[config.mk]
export PLATFORM = sky130hd
export DESIGN_NAME = rx_read_timeout
export DESIGN_NICKNAME = d
export VERILOG_FILES = /design/src/rtl/rx_read_timeout_pkg.sv /design/src/rtl/rtmo_limit_reg.sv /design/src/rtl/rtmo_counter.sv /design/src/rtl/rtmo_irq_flag.sv /design/src/rtl/rx_read_timeout.sv
export SDC_FILE = /design/constraint.sdc
export NUM_CORES = 1
export LEC_CHECK = 0
export ABC_CLOCK_PERIOD_IN_PS = 4200
export BUFFER_PORTS_ARGS = -buffer_cell sky130_fd_sc_hd__buf_2
export CAP_MARGIN = 20
export CORE_UTILIZATION = 30
export DETAILED_ROUTE_END_ITERATION = 12
export GPL_TIMING_DRIVEN = 0
export PLACE_DENSITY_LB_ADDON = 0.2
export SETUP_SLACK_MARGIN = 0.5
export SLEW_MARGIN = 20
export SYNTH_ARGS = -nofsm -noshare
export SYNTH_HDL_FRONTEND = slang
export SYNTH_SLANG_ARGS = --single-unit
[constraint.sdc]
create_clock -name clk -period 4.2 [get_ports clk]
set_clock_uncertainty 0.2 [all_clocks]
set_input_delay 0.84 -clock clk [delete_from_list [all_inputs] [get_ports clk]]
set_output_delay 0.84 -clock clk [all_outputs]
set_load 0.005 [all_outputs]
[src/rtl/rx_read_timeout_pkg.sv]
package rx_read_timeout_pkg;

  typedef enum logic [1:0] {
    ACT_HOLD   = 2'd0,
    ACT_RELOAD = 2'd1,
    ACT_LOAD   = 2'd2,
    ACT_DEC    = 2'd3
  } cnt_act_e;

  // Chooses what the down-counter does this cycle.
  function automatic cnt_act_e pick_action(input logic not_empty,
                                           input logic rd,
                                           input logic wr_ok,
                                           input logic tick,
                                           input logic cnt_zero);
    cnt_act_e a;
    if (!not_empty || rd)      a = ACT_RELOAD;
    else if (wr_ok)            a = ACT_LOAD;
    else if (tick && !cnt_zero) a = ACT_DEC;
    else                       a = ACT_HOLD;
    return a;
  endfunction

  // Interrupt flag update: a new expiry wins over a clear.
  function automatic logic flag_next(input logic q, input logic set,
                                     input logic clr);
    logic n;
    if (set)      n = 1'b1;
    else if (clr) n = 1'b0;
    else          n = q;
    return n;
  endfunction

endpackage

[src/rtl/rtmo_limit_reg.sv]
module rtmo_limit_reg #(
  parameter int          W         = 16,
  parameter logic [W-1:0] RESET_VAL = 200
) (
  input  logic         clk,
  input  logic         rst_n,
  input  logic         wr,
  input  logic [W-1:0] wdata,
  output logic         wr_ok,
  output logic [W-1:0] limit_nxt,
  output logic [W-1:0] limit_q
);

  assign wr_ok     = wr && (wdata != '0);
  assign limit_nxt = wr_ok ? wdata : limit_q;

  always_ff @(posedge clk) begin
    if (!rst_n) limit_q <= RESET_VAL;
    else        limit_q <= limit_nxt;
  end

endmodule

[src/rtl/rtmo_counter.sv]
module rtmo_counter
  import rx_read_timeout_pkg::*;
#(
  parameter int          W         = 16,
  parameter logic [W-1:0] RESET_VAL = 200
) (
  input  logic         clk,
  input  logic         rst_n,
  input  cnt_act_e     act,
  input  logic [W-1:0] reload_val,
  input  logic [W-1:0] load_val,
  output logic [W-1:0] cnt_q,
  output logic         cnt_zero,
  output logic         expire
);

  logic [W-1:0] cnt_d;

  assign cnt_zero = (cnt_q == '0);
  assign expire   = (act == ACT_DEC) && (cnt_q == W'(1));

  always_comb begin
    unique case (act)
      ACT_RELOAD: cnt_d = reload_val;
      ACT_LOAD:   cnt_d = load_val;
      ACT_DEC:    cnt_d = cnt_q - W'(1);
      default:    cnt_d = cnt_q;
    endcase
  end

  always_ff @(posedge clk) begin
    if (!rst_n) cnt_q <= RESET_VAL;
    else        cnt_q <= cnt_d;
  end

endmodule

[src/rtl/rtmo_irq_flag.sv]
module rtmo_irq_flag
  import rx_read_timeout_pkg::*;
(
  input  logic clk,
  input  logic rst_n,
  input  logic set,
  input  logic clr,
  output logic q
);

  always_ff @(posedge clk) begin
    if (!rst_n) q <= 1'b0;
    else        q <= flag_next(q, set, clr);
  end

endmodule

[src/rtl/rx_read_timeout.sv]
module rx_read_timeout
  import rx_read_timeout_pkg::*;
#(
  parameter int          W           = 16,
  parameter logic [W-1:0] RESET_LIMIT = 200
) (
  input  logic         clk,
  input  logic         rst_n,
  input  logic         tmo_wr,
  input  logic [W-1:0] tmo_wdata,
  input  logic         rx_not_empty,
  input  logic         rx_rd,
  input  logic         card_clk_en,
  input  logic         irq_clr,
  output logic         rtout
);

  logic         wr_ok;
  logic [W-1:0] limit_nxt;
  logic [W-1:0] limit_q;
  logic [W-1:0] cnt_q;
  logic         cnt_zero;
  logic         expire;
  logic         run;
  logic         flag_clr;
  cnt_act_e     act;

  assign run      = rx_not_empty && !rx_rd;
  assign flag_clr = irq_clr || rx_rd;
  assign act      = pick_action(rx_not_empty, rx_rd, wr_ok, card_clk_en, cnt_zero);

  rtmo_limit_reg #(.W(W), .RESET_VAL(RESET_LIMIT)) u_limit (
    .clk       (clk),
    .rst_n     (rst_n),
    .wr        (tmo_wr),
    .wdata     (tmo_wdata),
    .wr_ok     (wr_ok),
    .limit_nxt (limit_nxt),
    .limit_q   (limit_q)
  );

  rtmo_counter #(.W(W), .RESET_VAL(RESET_LIMIT)) u_cnt (
    .clk        (clk),
    .rst_n      (rst_n),
    .act        (act),
    .reload_val (limit_nxt),
    .load_val   (tmo_wdata),
    .cnt_q      (cnt_q),
    .cnt_zero   (cnt_zero),
    .expire     (expire)
  );

  rtmo_irq_flag u_flag (
    .clk   (clk),
    .rst_n (rst_n),
    .set   (expire),
    .clr   (flag_clr),
    .q     (rtout)
  );

endmodule

# Word-level counts from Yosys, hierarchy flattened
# Index checks and enable logic that the tools add are counted.
[word_totals]
register_bits = 33
word_cells = 26
[classes]
add_sub_neg = 1
eq_ne = 4
mux = 7
reduce_logical = 11
[ops]
columns = ["cell", "n"]
rows = [
  ["$pmux W16 S3", 1],
  ["$eq A16 B1 Y1 const B", 1],
  ["$logic_not A16 Y1", 1],
  ["$mux W16", 1],
  ["$reduce_bool A16 Y1", 1],
  ["$sub A16 B1 Y16 const B", 1],
  ["$mux W2", 3],
  ["$eq A2 B2 Y1 const B", 2],
  ["$logic_and A1 B1 Y1", 3],
  ["$reduce_bool A3 Y1", 1],
  ["$eq A2 B1 Y1 const B", 1],
  ["$logic_not A1 Y1", 2],
  ["$logic_or A1 B1 Y1", 2],
  ["$mux W1", 2],
  ["$reduce_bool A2 Y1", 1],
]

# Depth between registers and ports, before layout
[depth]
ltp_word = 9
depth_mapped = 8
ltp_nobuf = 7

# Modules after synthesis
# Synthesis repeated with hierarchy kept, for this count alone.
[unflattened]
cells_unflattened = 261
hier_area_um2 = 2263.4
[modules_own_cells]
columns = ["module", "n_inst", "cells_per_inst", "area_each_um2", "seq_area_each_um2"]
rows = [
  ["rtmo_counter", 1, 160, 1262.5, 320.3],
  ["rtmo_limit_reg", 1, 92, 910.9, 320.3],
  ["rx_read_timeout", 1, 6, 48.8, 0.0],
  ["rtmo_irq_flag", 1, 3, 41.3, 20.0],
]

# Least setup slack after synthesis
# Ideal clock, no wire load.
[synth_path]
kind = "input to register"
start = "in tmo_wdata[4]"
end = "reg u_cnt.cnt_q[12]"
setup_time_ps = 117
arrival_time_ps = 2475
t_required_ps = 3883
setup_slack_ps = 1407
cell_stages = 6
path_cell_list = "or4_1 o41a_1 a211o_1 buf_6 o21ai_1 a21oi_1"
[synth_via]
elab_chain_len = 6
[synth_rtl]
columns = ["element", "line_no", "source"]
rows = [
  ["start: declaration", "rx_read_timeout.sv:10", "input logic [W-1:0] tmo_wdata,"],
  ["$reduce_bool A16 Y1 (*)", "rtmo_limit_reg.sv:14", "assign wr_ok = wr && (wdata != '0);"],
  ["$logic_and A1 B1 Y1 (*)", "rtmo_limit_reg.sv:14", ""],
  ["$mux W2", "rx_read_timeout_pkg.sv:18", "else if (wr_ok) a = ACT_LOAD;"],
  ["$mux W2", "rx_read_timeout_pkg.sv:17", "if (!not_empty || rd) a = ACT_RELOAD;"],
  ["$eq A2 B2 Y1 / $eq A2 B1 Y1 (equally long branches)", "rtmo_counter.sv:23", "unique case (act)"],
  ["$pmux W16 S3 / $reduce_bool A3 Y1 (equally long branches)", "n/a", ""],
  ["end signal: assignment", "rtmo_counter.sv:33", "else cnt_q <= cnt_d;"],
  ["end: declaration", "rtmo_counter.sv:12", "output logic [W-1:0] cnt_q,"],
]
# Every way passes the cells marked *; elsewhere a longest branch is shown, timed or not.
# A chain may end at the register's enable or synchronous reset.

# Worst setup path after layout
[layout_path]
start = "in tmo_wdata[4]"
end = "reg u_cnt.cnt_q[2]"
# The elaborated chain is that of the path after synthesis.

==> results.md <==
- Synthesized cell area: 0.00180 mm²
- Critical Path RT: approximately 4.2 ns
- Clock sinks: 33
- CTS tree: yes
- Syn avg cell area: between 8 and 9 µm²
- Synthesis-to-finish area growth: 16.5%
- Number of synthesized flops with an enable pin: 0
- Worst Tran Pin Value: between 0.9 and 1 ns
- Arr. time, crit path: approximately 2.9 ns
- Clk_lat worst skew: 0.29 ns
- RD Place Congestion: 0.804
- Starting Density: 0.318
- Vias after detailed routing: 1694
- Layout Nets: approximately 280
- Post-synth ARST share: 0
- Final Max Slew Viols: 0
- H-tree depth: 2
- Wire length per cell: 15.6 µm
- Routed WL: 5030 µm
- Post-CTS Setup Bufs: 0
- Outcome: complete, no violations
- Slew HR: 0.385
- Clock transition at the registers of the reported paths: 0.07 ns
- F_max: 341 MHz
- Cell variety after synth: 42
- Initial antenna violation count: 0
- Ys Warns: 0
- Crit Path Class: in -> reg
- Ports: 24
- Mapped Cells: around 220
- Min cycle time layout: 2.93 ns
- FP Rows: 27
- First-pass GRT wire length: 8360 µm
- Largest net degree at the start of global routing: 11
- RSZ-0062 raised after global routing: no
- Critical Path Fanout Max: 10
- Num CTS Buffers: 5
- Gr ovfl total: 0
- Leakage: 0.791 nW
- Post-synthesis sequential area ratio: 0.368
- Hold Violations, Final: 0
- Most frequent cells in the layout: dfxtp_1 (33), nand2_1 (32), buf_2 (24), o21ai_1 (23), a21boi_1 (13)
- Period utilization: 0.698
- MaxCap Viol Count: 0
- Hold Path Class: reg -> reg
- Total core area: roughly 0.0056 mm²
- Detailed Routing Iterations Pass 1: 4
- # diodes: 0
- PostCTS Resize Cnt: 0
- Port buffer count: 21
- Layout Cells excl Fill: around 320
- All-layer global routing usage: 0.181
- Filler instances: 599
- P per Cell Area: 348 mW/mm²
- Setup-failing EPs final: 0
- Hold bufs inserted after CTS: 0
- CTS root buffer: clkbuf_8
- R2r setup slk: 1.69 ns
- Proportion of layout cells with a drive suffix above 1: 0.140
- Dominant synthesized flop cell: dfxtp_1
- VDD IR max: 110 µV
- DRC: 0
- DIE WIDTH: 79.4 µm
- Post-route ant nets: 0
- Die height: 79.4 µm
- Crit. End Element: flip-flop
- Setup TNS: 0 ns
- Total die area: around 0.0063 mm²
- HPWL Detailed: between 3000 and 4000 µm
- Mapped Nets: 247
- Startpoint types: input pin
- #FFs+latches synth: 33
- Inst Count DP: about 310
- Initial DRC Count: 106
- Vias in the first global route: 1652
- Most common cell after layout, fill and taps aside: dfxtp_1
- Vias/cell: 5.26
- Bufs on Longest Clock Path: 2
[synth_stat cells (all sizes together), types with 2 or more instances]
cell type | n | area [µm²]
nor3b | 3 | 22.5
ha | 3 | 37.5
inv | 5 | 18.8
nand2 | 32 | 120
nor4 | 4 | 25.0
nor2b | 2 | 12.5
o31ai | 2 | 15.0
dfxtp | 33 | 661
nand4 | 3 | 18.8
nand4b | 2 | 17.5
xnor2 | 4 | 35.0
nand2b | 4 | 25.0
a31o | 4 | 35.0
or4 | 6 | 48.8
a31oi | 2 | 12.5
nor3 | 2 | 10.0
o21a | 2 | 15.0
and2 | 2 | 12.5
a21o | 7 | 52.6
nor2 | 6 | 22.5
o21ai | 24 | 120
buf | 4 | 26.3
nand3 | 12 | 60.1
xor2 | 8 | 70.1
a21boi | 13 | 97.6
a21oi | 11 | 55.1
clkbuf | 9 | 33.8
[report_power, final]
| part | internal, mW | total (mW) | switching [mW] |
|---|---|---|---|
| logic | 0.0475 | 0.111 | 0.0634 |
| registers | 0.332 | 0.351 | 0.0187 |
| clock network | 0.148 | 0.266 | 0.118 |
| total | 0.528 | 0.728 | 0.200 |
[worst max-delay path, stage by stage]
cell,delay [ns]
buf_2,0.11
or4_1,0.61
o41a_1,0.59
a211o_1,0.39
buf_6,0.18
o21ai_1,0.13
a21oi_1,0.06
[cells by family (layout without fill, tap and decap cells)]
kind of cell    Yosys count  count (layout)  share of synthesized area
simple gates             81              81                      0.234
compound gates           74              74                      0.275
flops                    33              33                      0.368
buf+inv                  18              47                     0.0439
xor+xnor                 12              12                     0.0585
fa+ha+maj                 3               3                     0.0209
[worst paths after layout]
kind                            start             endpoint  cells past startpoint
setup / recovery         tmo_wdata[4]       u_cnt.cnt_q[2]                      7
hold / removal    u_limit.limit_q[14]  u_limit.limit_q[14]                      2
setup reg to reg       u_cnt.cnt_q[7]      u_cnt.cnt_q[13]                      6
hold reg to reg   u_limit.limit_q[14]  u_limit.limit_q[14]                      2
[registers in the layout, summed over array words and instances (netlist names)]
register / flops
u_flag.q: 1
u_limit.limit_q: 16
u_cnt.cnt_q: 16
[cell type report]
class                           instances  area [µm²]  area share
Buffer                                 13        60.1      0.0287
Timing Repair Buffer                   21         105      0.0502
Clock inverter                          1        5.00     0.00239
Tap cell                               72        90.1      0.0431
Inverter                                5        18.8     0.00897
Clock buffer                            7        96.3      0.0461
Multi-Input combinational cell        170        1060       0.505
Sequential cell                        33         661       0.316
[metal layers]
metal  part of all wire  wire (µm)  GRT usage
met4              0.016         83     0.0764
met2               0.47       2370      0.294
met5                  0          0          0
met1               0.47       2340      0.226
met3              0.046        233     0.0448
[metrics by stage]
step                      setup slack (ns)  power [mW]  hold WS [ns]  area [µm²]   util
after floorplan                       1.41       0.430         0.235        1800      -
after global placement               0.960       0.468         0.241        1990  0.353
after detailed placement             0.970       0.469         0.246        1990  0.353
after CTS                             1.28       0.736         0.255        2090  0.371
after global routing                  1.21       0.764         0.278        2090  0.371
final                                 1.27       0.728         0.253        2090  0.371
Power figures use the tool's default switching activity.
